File: config.mk
export PLATFORM = sky130hd
export DESIGN_NAME = pw_post_buf
export DESIGN_NICKNAME = d
export VERILOG_FILES = /design/src/rtl/pw_pkg.sv /design/src/rtl/pw_queue.sv /design/src/rtl/pw_bus_seq.sv /design/src/rtl/pw_post_buf.sv
export SDC_FILE = /design/constraint.sdc
export NUM_CORES = 1
export LEC_CHECK = 0
export BUFFER_PORTS_ARGS = -buffer_cell sky130_fd_sc_hd__buf_2
export CORE_MARGIN = 2
export CORE_UTILIZATION = 45
export CTS_CLUSTER_SIZE = 25
export DETAILED_ROUTE_END_ITERATION = 10
export PLACE_DENSITY = 0.67
export SYNTH_ARGS = -nofsm -noshare
export SYNTH_HDL_FRONTEND = slang
export SYNTH_SLANG_ARGS = --single-unit
File: constraint.sdc
create_clock -name clk -period 6.9 [get_ports clk]
set_input_delay 1.035 -clock clk [delete_from_list [all_inputs] [get_ports clk]]
set_output_delay 1.035 -clock clk [all_outputs]
set_load 0.02 [all_outputs]
File: src/rtl/pw_pkg.sv
package pw_pkg;
  parameter int unsigned AD_W = 32;
  parameter int unsigned BE_W = AD_W / 8;
  localparam logic [BE_W-1:0] CMD_MEM_WR = 4'b0111;

  typedef struct packed {
    logic [AD_W-1:0] addr;
    logic [AD_W-1:0] data;
    logic [BE_W-1:0] be;
  } pw_entry_t;
endpackage

File: src/rtl/pw_queue.sv
module pw_queue
  import pw_pkg::*;
#(
  parameter int unsigned DEPTH = 4,
  parameter int unsigned CNT_W = $clog2(DEPTH + 1)
) (
  input  logic              clk,
  input  logic              rst,
  input  logic              push,
  input  pw_entry_t         push_ent,
  input  logic              pop,
  output pw_entry_t         peek0,
  output pw_entry_t         peek1,
  output logic [AD_W-1:0]   peek2_addr,
  output logic [CNT_W-1:0]  count
);
  localparam int unsigned PTR_W = $clog2(DEPTH);

  pw_entry_t        mem [DEPTH];
  logic [PTR_W-1:0] wr_ptr;
  logic [PTR_W-1:0] rd_ptr;
  logic [PTR_W-1:0] rd1;
  logic [PTR_W-1:0] rd2;

  // storage without reset so it maps onto RAM
  always_ff @(posedge clk) begin
    if (push) mem[wr_ptr] <= push_ent;
  end

  always_ff @(posedge clk) begin
    if (rst) begin
      wr_ptr <= '0;
      rd_ptr <= '0;
      count  <= '0;
    end else begin
      if (push) wr_ptr <= wr_ptr + PTR_W'(1);
      if (pop)  rd_ptr <= rd_ptr + PTR_W'(1);
      case ({push, pop})
        2'b10:   count <= count + CNT_W'(1);
        2'b01:   count <= count - CNT_W'(1);
        default: count <= count;
      endcase
    end
  end

  assign rd1        = rd_ptr + PTR_W'(1);
  assign rd2        = rd_ptr + PTR_W'(2);
  assign peek0      = mem[rd_ptr];
  assign peek1      = mem[rd1];
  assign peek2_addr = mem[rd2].addr;
endmodule

File: src/rtl/pw_bus_seq.sv
module pw_bus_seq
  import pw_pkg::*;
#(
  parameter int unsigned CNT_W     = 3,
  parameter bit          WAIT_TRDY = 1'b1
) (
  input  logic             clk,
  input  logic             rst,
  input  logic [CNT_W-1:0] count,
  input  pw_entry_t        e0,
  input  pw_entry_t        e1,
  input  logic [AD_W-1:0]  e2_addr,
  input  logic             trdy_n,
  output logic             pop,
  output logic [AD_W-1:0]  ad,
  output logic             ad_oe,
  output logic [BE_W-1:0]  cbe_n,
  output logic             frame_n,
  output logic             irdy_n
);
  typedef enum logic [1:0] {S_IDLE, S_ADDR, S_DATA} seq_state_t;
  seq_state_t state;
  logic       accept;

  function automatic logic ends_burst(input logic have_next,
                                      input logic [AD_W-1:0] cur,
                                      input logic [AD_W-1:0] nxt);
    return !(have_next && (nxt == cur + AD_W'(4)));
  endfunction

  assign accept = !WAIT_TRDY || !trdy_n;
  assign pop    = (state == S_DATA) && accept;

  always_ff @(posedge clk) begin
    if (rst) begin
      state   <= S_IDLE;
      ad      <= '0;
      ad_oe   <= 1'b0;
      cbe_n   <= '1;
      frame_n <= 1'b1;
      irdy_n  <= 1'b1;
    end else begin
      case (state)
        S_IDLE: begin
          if (count != '0) begin
            state   <= S_ADDR;
            ad      <= e0.addr;
            cbe_n   <= CMD_MEM_WR;
            frame_n <= 1'b0;
            irdy_n  <= 1'b1;
            ad_oe   <= 1'b1;
          end
        end
        S_ADDR: begin
          state   <= S_DATA;
          ad      <= e0.data;
          cbe_n   <= ~e0.be;
          irdy_n  <= 1'b0;
          frame_n <= ends_burst(count >= CNT_W'(2), e0.addr, e1.addr);
        end
        S_DATA: begin
          if (accept) begin
            if (frame_n) begin
              state  <= S_IDLE;
              irdy_n <= 1'b1;
              ad_oe  <= 1'b0;
              cbe_n  <= '1;
            end else begin
              ad      <= e1.data;
              cbe_n   <= ~e1.be;
              frame_n <= ends_burst(count >= CNT_W'(3), e1.addr, e2_addr);
            end
          end
        end
        default: state <= S_IDLE;
      endcase
    end
  end
endmodule

File: src/rtl/pw_post_buf.sv
module pw_post_buf
  import pw_pkg::*;
#(
  parameter int unsigned DEPTH     = 4,
  parameter bit          WAIT_TRDY = 1'b1
) (
  input  logic            clk,
  input  logic            rst,
  input  logic            wr_valid,
  input  logic [31:0]     wr_addr,
  input  logic [31:0]     wr_data,
  input  logic [3:0]      wr_be,
  output logic            wr_full,
  output logic [31:0]     bus_ad,
  output logic            bus_ad_oe,
  output logic [3:0]      bus_cbe_n,
  output logic            bus_frame_n,
  output logic            bus_irdy_n,
  input  logic            bus_trdy_n
);
  localparam int unsigned CNT_W = $clog2(DEPTH + 1);

  logic             q_push;
  logic             q_pop;
  logic [CNT_W-1:0] q_count;
  pw_entry_t        q_in;
  pw_entry_t        q_e0;
  pw_entry_t        q_e1;
  logic [AD_W-1:0]  q_e2_addr;

  assign wr_full = (q_count == CNT_W'(DEPTH));
  assign q_push  = wr_valid && !wr_full;
  assign q_in    = '{addr: wr_addr, data: wr_data, be: wr_be};

  pw_queue #(.DEPTH(DEPTH), .CNT_W(CNT_W)) u_queue (
    .clk        (clk),
    .rst        (rst),
    .push       (q_push),
    .push_ent   (q_in),
    .pop        (q_pop),
    .peek0      (q_e0),
    .peek1      (q_e1),
    .peek2_addr (q_e2_addr),
    .count      (q_count)
  );

  pw_bus_seq #(.CNT_W(CNT_W), .WAIT_TRDY(WAIT_TRDY)) u_seq (
    .clk     (clk),
    .rst     (rst),
    .count   (q_count),
    .e0      (q_e0),
    .e1      (q_e1),
    .e2_addr (q_e2_addr),
    .trdy_n  (bus_trdy_n),
    .pop     (q_pop),
    .ad      (bus_ad),
    .ad_oe   (bus_ad_oe),
    .cbe_n   (bus_cbe_n),
    .frame_n (bus_frame_n),
    .irdy_n  (bus_irdy_n)
  );
endmodule

# Yosys cells after proc, flatten, opt, wreduce, memory -nomap -nowiden
# Memory sizes are Yosys's and may differ from the RTL's. A register that Yosys moved wholly into a read port is not among the register bits.
# Index checks and enable logic that the tools add are counted.
[totals]
register_bits = 48
mem_bits_rw = 272
in_bits = 72
memories = 1
[mem_list]
columns = ["name", "depth", "word_bits", "read_ports", "rd_clocked_by_memory_dff", "wr", "line_no", "rtl"]
rows = [
  ["u_queue.mem", 4, 68, 3, 1, 1, "pw_queue.sv:19", "pw_entry_t mem [DEPTH];"],
]
[op_classes]
n_addsub = 7
order_cmp = 2
n_eq_ne = 11
n_mux = 28
bitwise_logic = 2
n_reduce_logical = 18
[op_table]
columns = ["cell", "count"]
rows = [
  ["two-way mux 32 bit", 3],
  ["one-hot mux 32 bit (3 select lines)", 1],
  ["adder 32 x 3 -> 32 bit, second input constant", 2],
  ["equality test 32 bit", 2],
  ["two-way mux 4 bit", 3],
  ["one-hot mux 4 bit (3 select lines)", 1],
  ["AND reduction 4 bit", 3],
  ["two-way mux 1 bit", 10],
  ["two-way mux 2 bit", 5],
  ["NOT 4 bit", 2],
  [">= comparator 3 x 2 -> 1 bit, second input constant", 2],
  ["one-hot mux 1 bit (3 select lines)", 2],
  ["one-hot mux 2 bit (3 select lines)", 1],
  ["one-hot mux 3 bit (2 select lines)", 1],
  ["AND reduction 3 bit", 2],
  ["nonzero test 3 bit", 2],
  ["adder 2 x 1 -> 2 bit, second input constant", 2],
  ["equality test 2 x 1 -> 1 bit, second input constant", 2],
  ["equality test 2 bit, second input constant", 2],
  ["logical AND 1 bit", 4],
  ["zero test 1 bit", 4],
  ["inequality test 2 x 1 -> 1 bit, second input constant", 2],
  ["inequality test 2 bit, second input constant", 2],
  ["nonzero test 2 bit", 2],
  ["6 further kinds", 6],
]

# Longest topological paths before layout
# Gate-level depths: netlist of run 1.
# An unclocked memory read counts as a cell.
[logic_depth]
word_depth = 9
depth_mapped = 16

# Hierarchy
# A second synthesis of run 1 with hierarchy kept.
[hier_totals]
hier_cells = 1132
area_unflattened_um2 = 16987.5
[modules_own_cells]
columns = ["module", "n_inst", "cells_per_inst", "area_each_um2"]
rows = [
  ["pw_queue", 1, 523, 12667.1],
  ["pw_bus_seq", 1, 607, 4301.6],
  ["pw_post_buf", 1, 2, 18.8],
]

# Least setup slack after synthesis of run 1
# Ideal clock, no wire load.
[synth_timing]
path_type = "input-to-reg"
startpoint = "in wr_valid"
endpoint = "mem u_queue.mem[0][0] (netlist bit) (enable)"
setup_ps = 433
t_arrival_ps = 3007
required_time_ps = 6467
setup_slack_ps = 3459
path_stages = 3
cell_sequence = "nor2b_1 -> clkbuf_1 -> and2_1"
[synth_between]
elab_chain_len = 3
[synth_rtl]
columns = ["item", "line_no", "rtl"]
rows = [
  ["start: declaration", "pw_post_buf.sv:9", "input logic wr_valid,"],
  ["logical AND 1 bit", "pw_post_buf.sv:32", "assign q_push = wr_valid && !wr_full;"],
  ["two-way mux 1 bit", "pw_queue.sv:27", "if (push) mem[wr_ptr] <= push_ent;"],
  ["two-way mux 1 bit (implied by the code)", "pw_queue.sv:27", ""],
  ["end: declaration", "pw_queue.sv:19", ""],
]
# No other way between the ends.

# Worst setup path in the final report of run 1
[layout_timing]
startpoint = "reg u_queue.rd_ptr[0]"
endpoint = "reg u_seq.frame_n"
[layout_between]
elab_chain_len = 9
elab_cells_between_ends = 13
[layout_rtl]
columns = ["item", "line_no", "rtl"]
rows = [
  ["start: declaration", "pw_queue.sv:21", "logic [PTR_W-1:0] rd_ptr;"],
  ["start signal: assignment", "pw_queue.sv:37", "if (pop) rd_ptr <= rd_ptr + PTR_W'(1);"],
  ["adder 2 x 1 -> 2 bit", "pw_queue.sv:46", "assign rd1 = rd_ptr + PTR_W'(1);"],
  ["memory read (4 x 68 bit) *", "--", ""],
  ["adder 32 x 3 -> 32 bit", "pw_bus_seq.sv:28", "return !(have_next && (nxt == cur + AD_W'(4)));"],
  ["equality test 32 bit", "pw_bus_seq.sv:28", ""],
  ["logical AND 1 bit", "pw_bus_seq.sv:28", ""],
  ["zero test 1 bit", "pw_bus_seq.sv:28", ""],
  ["two-way mux 1 bit", "pw_bus_seq.sv:63", "if (frame_n) begin"],
  ["two-way mux 1 bit", "pw_bus_seq.sv:62", "if (accept) begin"],
  ["one-hot mux 1 bit (3 select lines) *", "pw_bus_seq.sv:43", "case (state)"],
  ["end signal: assignment", "pw_bus_seq.sv:59", "frame_n <= ends_burst(count >= CNT_W'(2), e0.addr, e1.addr);"],
  ["end signal: assignment", "pw_bus_seq.sv:71", "frame_n <= ends_burst(count >= CNT_W'(3), e1.addr, e2_addr);"],
  ["end: declaration", "pw_bus_seq.sv:18", "output logic frame_n,"],
]
# Mark *: on every way between the ends. The rest lies on a longest branch, timed or not. The select of a mux whose other input is x is not followed.
# A chain may end at the register's enable or synchronous reset.

==> results.tsv, run 1 <==
stage	metric	value	unit
cts	Max clock buf depth	3	
floorplan	row count	72	
sta	Max transition margin	40.20	%
setup_path	endpoint class of the critical path	register	
yosys	Yosys reg bits	322	
floorplan	chip height	200.8	um
yosys	syn_nets	1304	
finish	layout cell share with drive strength beyond 1	26.01	%
grt	largest net degree at the start of global routing	67	
grt	global-route wire length before repair	68190	um
min_path	Worst Hold Class	reg2reg	
floorplan	num ports	112	
floorplan	Die ar.	40300	um^2
yosys	Netlist cell types	68	
drt	initial DRC count	1208	
power	worst vdd ir	219.9	uV
yosys	top-count cell post-synth	edfxtp_1	
place	placed cells	1792	
sta	unrepaired setup endpoints after global routing	false	
finish	fin cells	1862	
floorplan	Core Box Area	38470	um^2
cts	CTS buffer count	37	
cts	worst-skew pair later-pin latency	0.56	ns
power	pwr/cell area	321.7	nW/um^2
grt	initial antenna violation count	3	
cts	CTS Hold Buffers Added	0	
finish	nets@finish	1397	
power	Pleak	6.260	nW
place	port bufs	111	
cts	CTS tree	yes	
yosys	Async SR Flop Fraction	0	%
floorplan	Die X-Extent	200.8	um
sta	Hold Vio Cnt, Final	0	
cts	root buf cell	clkbuf_16	
yosys	Main synth FF type	edfxtp_1	
yosys	synth top area cells	edfxtp_1 47%, mux4_2 18%, dfxtp_1 5.7%	
cts	CTS resizes	0	
setup_path	Worst EP required	7.31	ns
setup_path	CP arrival	4.44	ns
place	routability congestion estimate from global placement	0.9164	
place	DP Wirelength	29490	um
sta	fin crit share	58.36	%
yosys	share of the synthesized area in the top cell type	46.89	%
yosys	sequential fraction of the synthesis area	52.63	%
drt	first-pass detailed-route iteration total	6	
setup_path	CP Launch Type	register	
drt	Remaining DRCs	0	
yosys	synthesized area per cell	14.28	um^2
cts	setup bufs post-CTS	0	
floorplan	initial core utilization	45.29	%
drt	Routed WL per cell	23.87	um
sta	worst slew pin tran	0.8970	ns
cts	clock sink total	322	
sta	clk_skew	0.01962	ns
yosys	yosys warns	0	
sta	setup TNS	0	ns
sta	Tmin final	4.027	ns
cts	htree depth	2	
grt	vias in the first global route	11280	
sta	maximum clock rate	248.4	MHz
sta	Final Max Tran Viols	0	
status	outcome	completed	
setup_path	Max Fanout on Critical Path	49	
job	max_cap viols	0	
drt	vias post-DR	11450	
yosys	Cell Area, Synth	17420	um^2
sta	Finish-stage setup viols	0	
drt	post-route ant nets	0	
setup_path	worst setup path class	reg2reg	
cts	clk slew on worst S/H paths	0.06	ns
yosys	Cells after Synth	1220	
yosys	post-synth top area cell	edfxtp_1	
yosys	top cells by count, synth	272 x edfxtp_1, 140 x mux4_2, 106 x nor2_1	
finish	Area Overhead vs Synth	12.66	%
drt	Detailed Route WL	44450	um
grt	gr usage total	22.09	%
grt	total gr overflow	0	
yosys	number of synthesized flops with an enable pin	272	
drt	vias per cell	6.147	
-- path summary, 6_finish.rpt --
check	slack, ns	end	startpoint	cells past startpoint
max	2.87	u_seq.frame_n$_SDFFE_PP1P_	u_queue.rd_ptr[0]$_SDFFE_PP0P_	9
min	0.49	u_seq.ad[4]$_SDFFE_PP0P_	u_seq.ad[4]$_SDFFE_PP0P_	2
max reg2reg	2.87	u_seq.frame_n$_SDFFE_PP1P_	u_queue.rd_ptr[0]$_SDFFE_PP0P_	9
min reg2reg	0.49	u_seq.ad[4]$_SDFFE_PP0P_	u_seq.ad[4]$_SDFFE_PP0P_	2
-- cell families (layout without fill, tap and decap cells) --
| group | after synthesis | in the layout | synth area share [%] |
|---|---|---|---|
| flip-flops | 322 | 322 | 52.63 |
| AND/OR/NAND/NOR | 275 | 275 | 7.908 |
| multiplexers | 213 | 213 | 22.60 |
| AO/OA/AOI/OAI | 178 | 178 | 6.550 |
| XOR/XNOR | 130 | 130 | 6.536 |
| buffers and inverters | 90 | 212 | 2.866 |
| adder cells (fa/ha/maj) | 12 | 12 | 0.9050 |
| other | 0 | 2 | 0 |
-- area by class of cell --
class / instances / area (um^2)
flip-flops and latches: 322 / 9184
multi-input cells: 808 / 7767
clock inverters: 14 / 175.2
fillers: 3261 / 18840
well taps: 518 / 648.1
clock buffers: 54 / 1091
diodes: 2 / 5.005
repair buffers: 127 / 688.2
inverters: 17 / 66.31
-- registers in the layout, summed over array words and instances, names as in the netlist, 2 cells and up, named ones only --
| register | cells |
|---|---|
| u_queue.count | 3 |
| u_queue.mem | 272 |
| u_queue.rd_ptr | 2 |
| u_queue.wr_ptr | 2 |
| u_seq.ad | 32 |
| u_seq.cbe_n | 4 |
| u_seq.state | 2 |
-- through the flow --
| step | setup WS (ns) | util, % | hold WS, ns | power [W] | instance area [um^2] |
|---|---|---|---|---|---|
| final | 2.873 | 51.02 | 0.4853 | 0.006312 | 19630 |
| after global routing | 2.638 | 51.01 | 0.5120 | 0.006603 | 19620 |
| after CTS | 2.899 | 51.01 | 0.4879 | 0.006352 | 19620 |
| after detailed placement | 2.915 | 47.71 | 0.4745 | 0.004323 | 18350 |
| after global placement | 2.979 | 47.71 | 0.4666 | 0.004294 | 18350 |
| after floorplan | 3.459 | - | 0.4712 | 0.003780 | 17420 |
-- where the power goes --
group,internal (W),switching [W]
logic,0.000675,0.00115
clock network,0.00122,0.000796
registers,0.00231,0.000164
total,0.00420,0.00211
-- critical path, stage by stage, from the launching register on --
cell and delay [ns]:
dfxtp_4 0.93, buf_4 0.52, mux4_2 0.34, and4_1 0.35
and4_1 0.42, nand3_1 0.14, xor2_1 0.16, or4_1 0.51
nor4_1 0.35, o22ai_1 0.14
-- routing by layer --
layer | GRT usage [%] | share of wire, % | routed length (um) | vias to the layer above
met5 | 0 | 0 | 0 | -
met1 | 30.45 | 41 | 18340 | 5853
met2 | 35.43 | 48 | 21560 | 489
met4 | 7.540 | 2.7 | 1218 | 0
met3 | 4.172 | 7.5 | 3333 | 72
li1 | - | - | - | 5032
-- cells in the final DEF (no fill, tap or decap), drive strengths merged, types with 4 or more instances in the layout --
master,Yosys,final
and3,9,9
and2,7,7
xnor2,73,73
nor2,106,106
nand3,21,21
nor2b,7,7
dfxtp,50,50
mux2i,66,66
a31oi,4,4
nor3,13,13
a21oi,58,58
inv,17,19
clkbuf,30,54
o21ai,21,21
mux2,4,4
mux4,143,143
xor2,57,57
a211oi,34,34
nand4,20,20
a22oi,32,32
edfxtp,272,272
buf,43,127
and4,7,7
or3,5,5
o22ai,10,10
nand2,55,55
ha,11,11
clkinv,0,9
nor4,10,10
(Power assumes the default switching activity.)
==> run 2, diff against run 1 <==
clock period = 4.2 ns   (was 6.9 ns; I/O delays follow)
==> run 2 against run 1 <==
  * Non-clock buffer count rose by 13
  * Highest routed layer is now met5
  * Hold slack got worse by 0.19 ns
  * Count of clock-buffer cells in the layout fell by 4
  * Global-route usage rose by 0.13 points
  * Register-to-register slack got worse by 2.1 ns
  * Maximum frequency rose by 17%
  * Clock power rose by 62%
  * Critical endpoint unchanged
  * Final area rose by 0.60%
  * Sequential cell count did not move
  * Die area did not move
  * Combinational power rose by 71%
==> results.tsv, run 2 (synthesis results as in run 1) <==
stage	metric	value	unit	change
power	worst vdd ir	362.0	uV	+65%
power	Combinational Power Share	30.0	%	+1.1 points
cts	worst-skew pair later-pin latency	0.55	ns	about the same
power	Pleak	6.318	nW	+0.93%
drt	Detailed Route WL	44690	um	+0.52%
finish	largest register by flop count	u_queue.mem		
floorplan	Die ar.	40300	um^2	unchanged
power	power share of the clock group	31.5	%	-0.4 points
setup_path	cell chain of the critical path	buf_12 > mux4_2 > and3_4 > and4_1 > nand3_1 > xor2_1 > or4_1 > nor4_1 > o22ai_1		
drt	post-route ant nets	0		unchanged
cts	CTS resizes	0		unchanged
status	outcome	completed		
sta	fin crit share	81.82	%	+23 points
floorplan	Core Box Area	38470	um^2	unchanged
setup_path	Reg-to-Reg Start	u_queue.rd_ptr[1]$_SDFFE_PP0P_		
place	placed cells	1805		+0.73%
floorplan	Die X-Extent	200.8	um	unchanged
cts	CTS Hold Buffers Added	0		unchanged
grt	vias in the first global route	11430		+1.3%
grt	total gr overflow	0		unchanged
sta	Finish-stage setup viols	0		unchanged
setup_path	Max stage delay on crit path	0.70	ns	-0.23 ns
sta	worst slew pin tran	0.9875	ns	+0.09052 ns
cts	htree depth	2		unchanged
sta	Max transition margin	34.17	%	-6.0 points
place	Area after DPL	18490	um^2	+0.74%
cts	Max clock buf depth	3		unchanged
drt	first-pass detailed-route iteration total	5		-1
finish	fill count	3241		-0.61%
setup_path	Crit-path slowest cell	dfxtp_4		
cts	root buf cell	clkbuf_16		
place	DP Wirelength	30570	um	+3.7%
setup_path	endpoint class of the critical path	register		
finish	biggest regs	u_queue.mem: 272 flops, u_seq.ad: 32 flops, u_seq.cbe_n: 4 flops		
sta	clk_skew	0.01863	ns	-0.0009989 ns
place	port bufs	111		unchanged
cts	clock sink total	322		unchanged
sta	Final Max Tran Viols	0		unchanged
setup_path	internal reg-to-reg setup slack	0.76	ns	-2.11 ns
floorplan	row count	72		unchanged
drt	Remaining DRCs	0		unchanged
job	max_cap viols	0		unchanged
cts	CTS tree	yes		
floorplan	initial core utilization	45.29	%	unchanged
drt	vias post-DR	11460		+0.096%
setup_path	cells on worst reg2reg path	9		unchanged
finish	nets@finish	1410		+0.93%
grt	gr usage total	22.22	%	+0.13 points
finish	fin cells	1876		+0.75%
floorplan	chip height	200.8	um	unchanged
drt	Routed WL per cell	23.82	um	-0.23%
sta	Hold Vio Cnt, Final	0		unchanged
sta	Hold Slack	0.2989	ns	-0.1864 ns
finish	layout cell share with drive strength beyond 1	26.57	%	+0.56 points
drt	initial DRC count	1070		-11%
power	Int Pwr	0.006924	W	+65%
cts	CTS buffer count	37		unchanged
setup_path	Worst EP required	4.62	ns	-2.69 ns
power	Sequential Power Share	38.5	%	-0.7 points
cts	setup bufs post-CTS	0		unchanged
sta	setup TNS	0	ns	unchanged
finish	Area Overhead vs Synth	13.33	%	
floorplan	num ports	112		unchanged
power	sw power	0.003494	W	+66%
drt	vias per cell	6.107		-0.65%
min_path	Worst Hold Class	in2reg		
finish	commonest non-fill, non-tap cell in the layout	edfxtp_1		
place	routability congestion estimate from global placement	0.8873		-3.2%
setup_path	Max Fanout on Critical Path	44		-10%
sta	unrepaired setup endpoints after global routing	false		
grt	largest net degree at the start of global routing	53		-21%
finish	commonest cells after routing, fill and taps aside	272 x edfxtp_1, 140 x mux4_2, 111 x buf_2, 106 x nor2_1, 73 x xnor2_1		
setup_path	Critical Path Sink	u_seq.frame_n$_SDFFE_PP1P_		
power	pwr/cell area	527.7	nW/um^2	+64%
power	switching part of the total	33.54	%	+0.15 points
cts	clk slew on worst S/H paths	0.06	ns	about the same
sta	maximum clock rate	291.0	MHz	+17%
sta	Tmin final	3.437	ns	-0.5899 ns
finish	Final Cell Area	19740	um^2	+0.60%
grt	initial antenna violation count	4		+1
grt	global-route wire length before repair	68640	um	+0.67%
setup_path	CP Launch Point	u_queue.rd_ptr[1]$_SDFFE_PP0P_		
finish	max FFs per register	272		unchanged
setup_path	CP Launch Type	register		
setup_path	CP arrival	3.86	ns	-0.58 ns
finish	Util after Layout	51.32	%	+0.31 points
setup_path	r2r endpoint	u_seq.frame_n$_SDFFE_PP1P_		
setup_path	worst setup path class	reg2reg		
run 2: final cells by class:
class	count	area (um^2)	share of cell area (%)
inverter	17	66.31	0.3359
antenna	3	7.507	0.03803
tap	518	648.1	3.283
clock inverter	18	220.2	1.115
timing repair buffer	140	823.3	4.170
sequential	322	9184	46.52
clock buffer	50	1026	5.197
multi-input combinational	808	7767	39.34
run 2: metrics by stage:
stage | total power (W) | setup WS [ns]
global placement | 0.007133 | 0.8205
global route | 0.01091 | 0.5049
CTS | 0.01046 | 0.7650
floorplan | 0.006210 | 1.164
detailed placement | 0.007180 | 0.7696
finish | 0.01042 | 0.7634
run 2: power groups by stage:
stage	Sequential (W)	Clock (W)	Combinational, W
2_1_floorplan	0.00414	0	0.00207
3_3_place_gp	0.00406	0	0.00307
3_5_place_dp	0.00408	0	0.00310
4_1_cts	0.00401	0.00333	0.00312
5_1_grt	0.00405	0.00346	0.00340
6_report	0.00401	0.00328	0.00312
run 2: per-layer routing:
layer | global-route usage, % | wire (um) | share of wire, % | vias to the layer above
li1 | - | - | - | 5072
met1 | 30.19 | 18120 | 41 | 5793
met2 | 35.83 | 21550 | 48 | 491
met3 | 4.042 | 3355 | 7.5 | 99
met4 | 8.571 | 1644 | 3.7 | 2
met5 | 0 | 13 | 0.029 | -
run 2: worst min-delay path by stage:
stage	start	endpoint	slack (ns)	depth (start not counted)
2_1_floorplan	u_queue.count[2]$_SDFFE_PP0P_	u_queue.count[2]$_SDFFE_PP0P_	0.47	2
3_3_place_gp	u_seq.ad[11]$_SDFFE_PP0P_	u_seq.ad[11]$_SDFFE_PP0P_	0.47	2
3_5_place_dp	u_seq.ad[5]$_SDFFE_PP0P_	u_seq.ad[5]$_SDFFE_PP0P_	0.47	2
4_1_cts	wr_data[20]	u_queue.mem[3][24]$_DFFE_PP_	0.29	1
5_1_grt	wr_data[20]	u_queue.mem[3][24]$_DFFE_PP_	0.29	1
6_report	wr_data[20]	u_queue.mem[3][24]$_DFFE_PP_	0.30	1
run 2: worst max-delay path: cells and delay by family, from the launching register on:
kind	cells	cell delay [ns]
AND/OR/NAND/NOR	5	1.45
flip-flops	1	0.70
multiplexers	1	0.60
buffers and inverters	1	0.34
AO/OA/AOI/OAI	1	0.12
XOR/XNOR	1	0.07
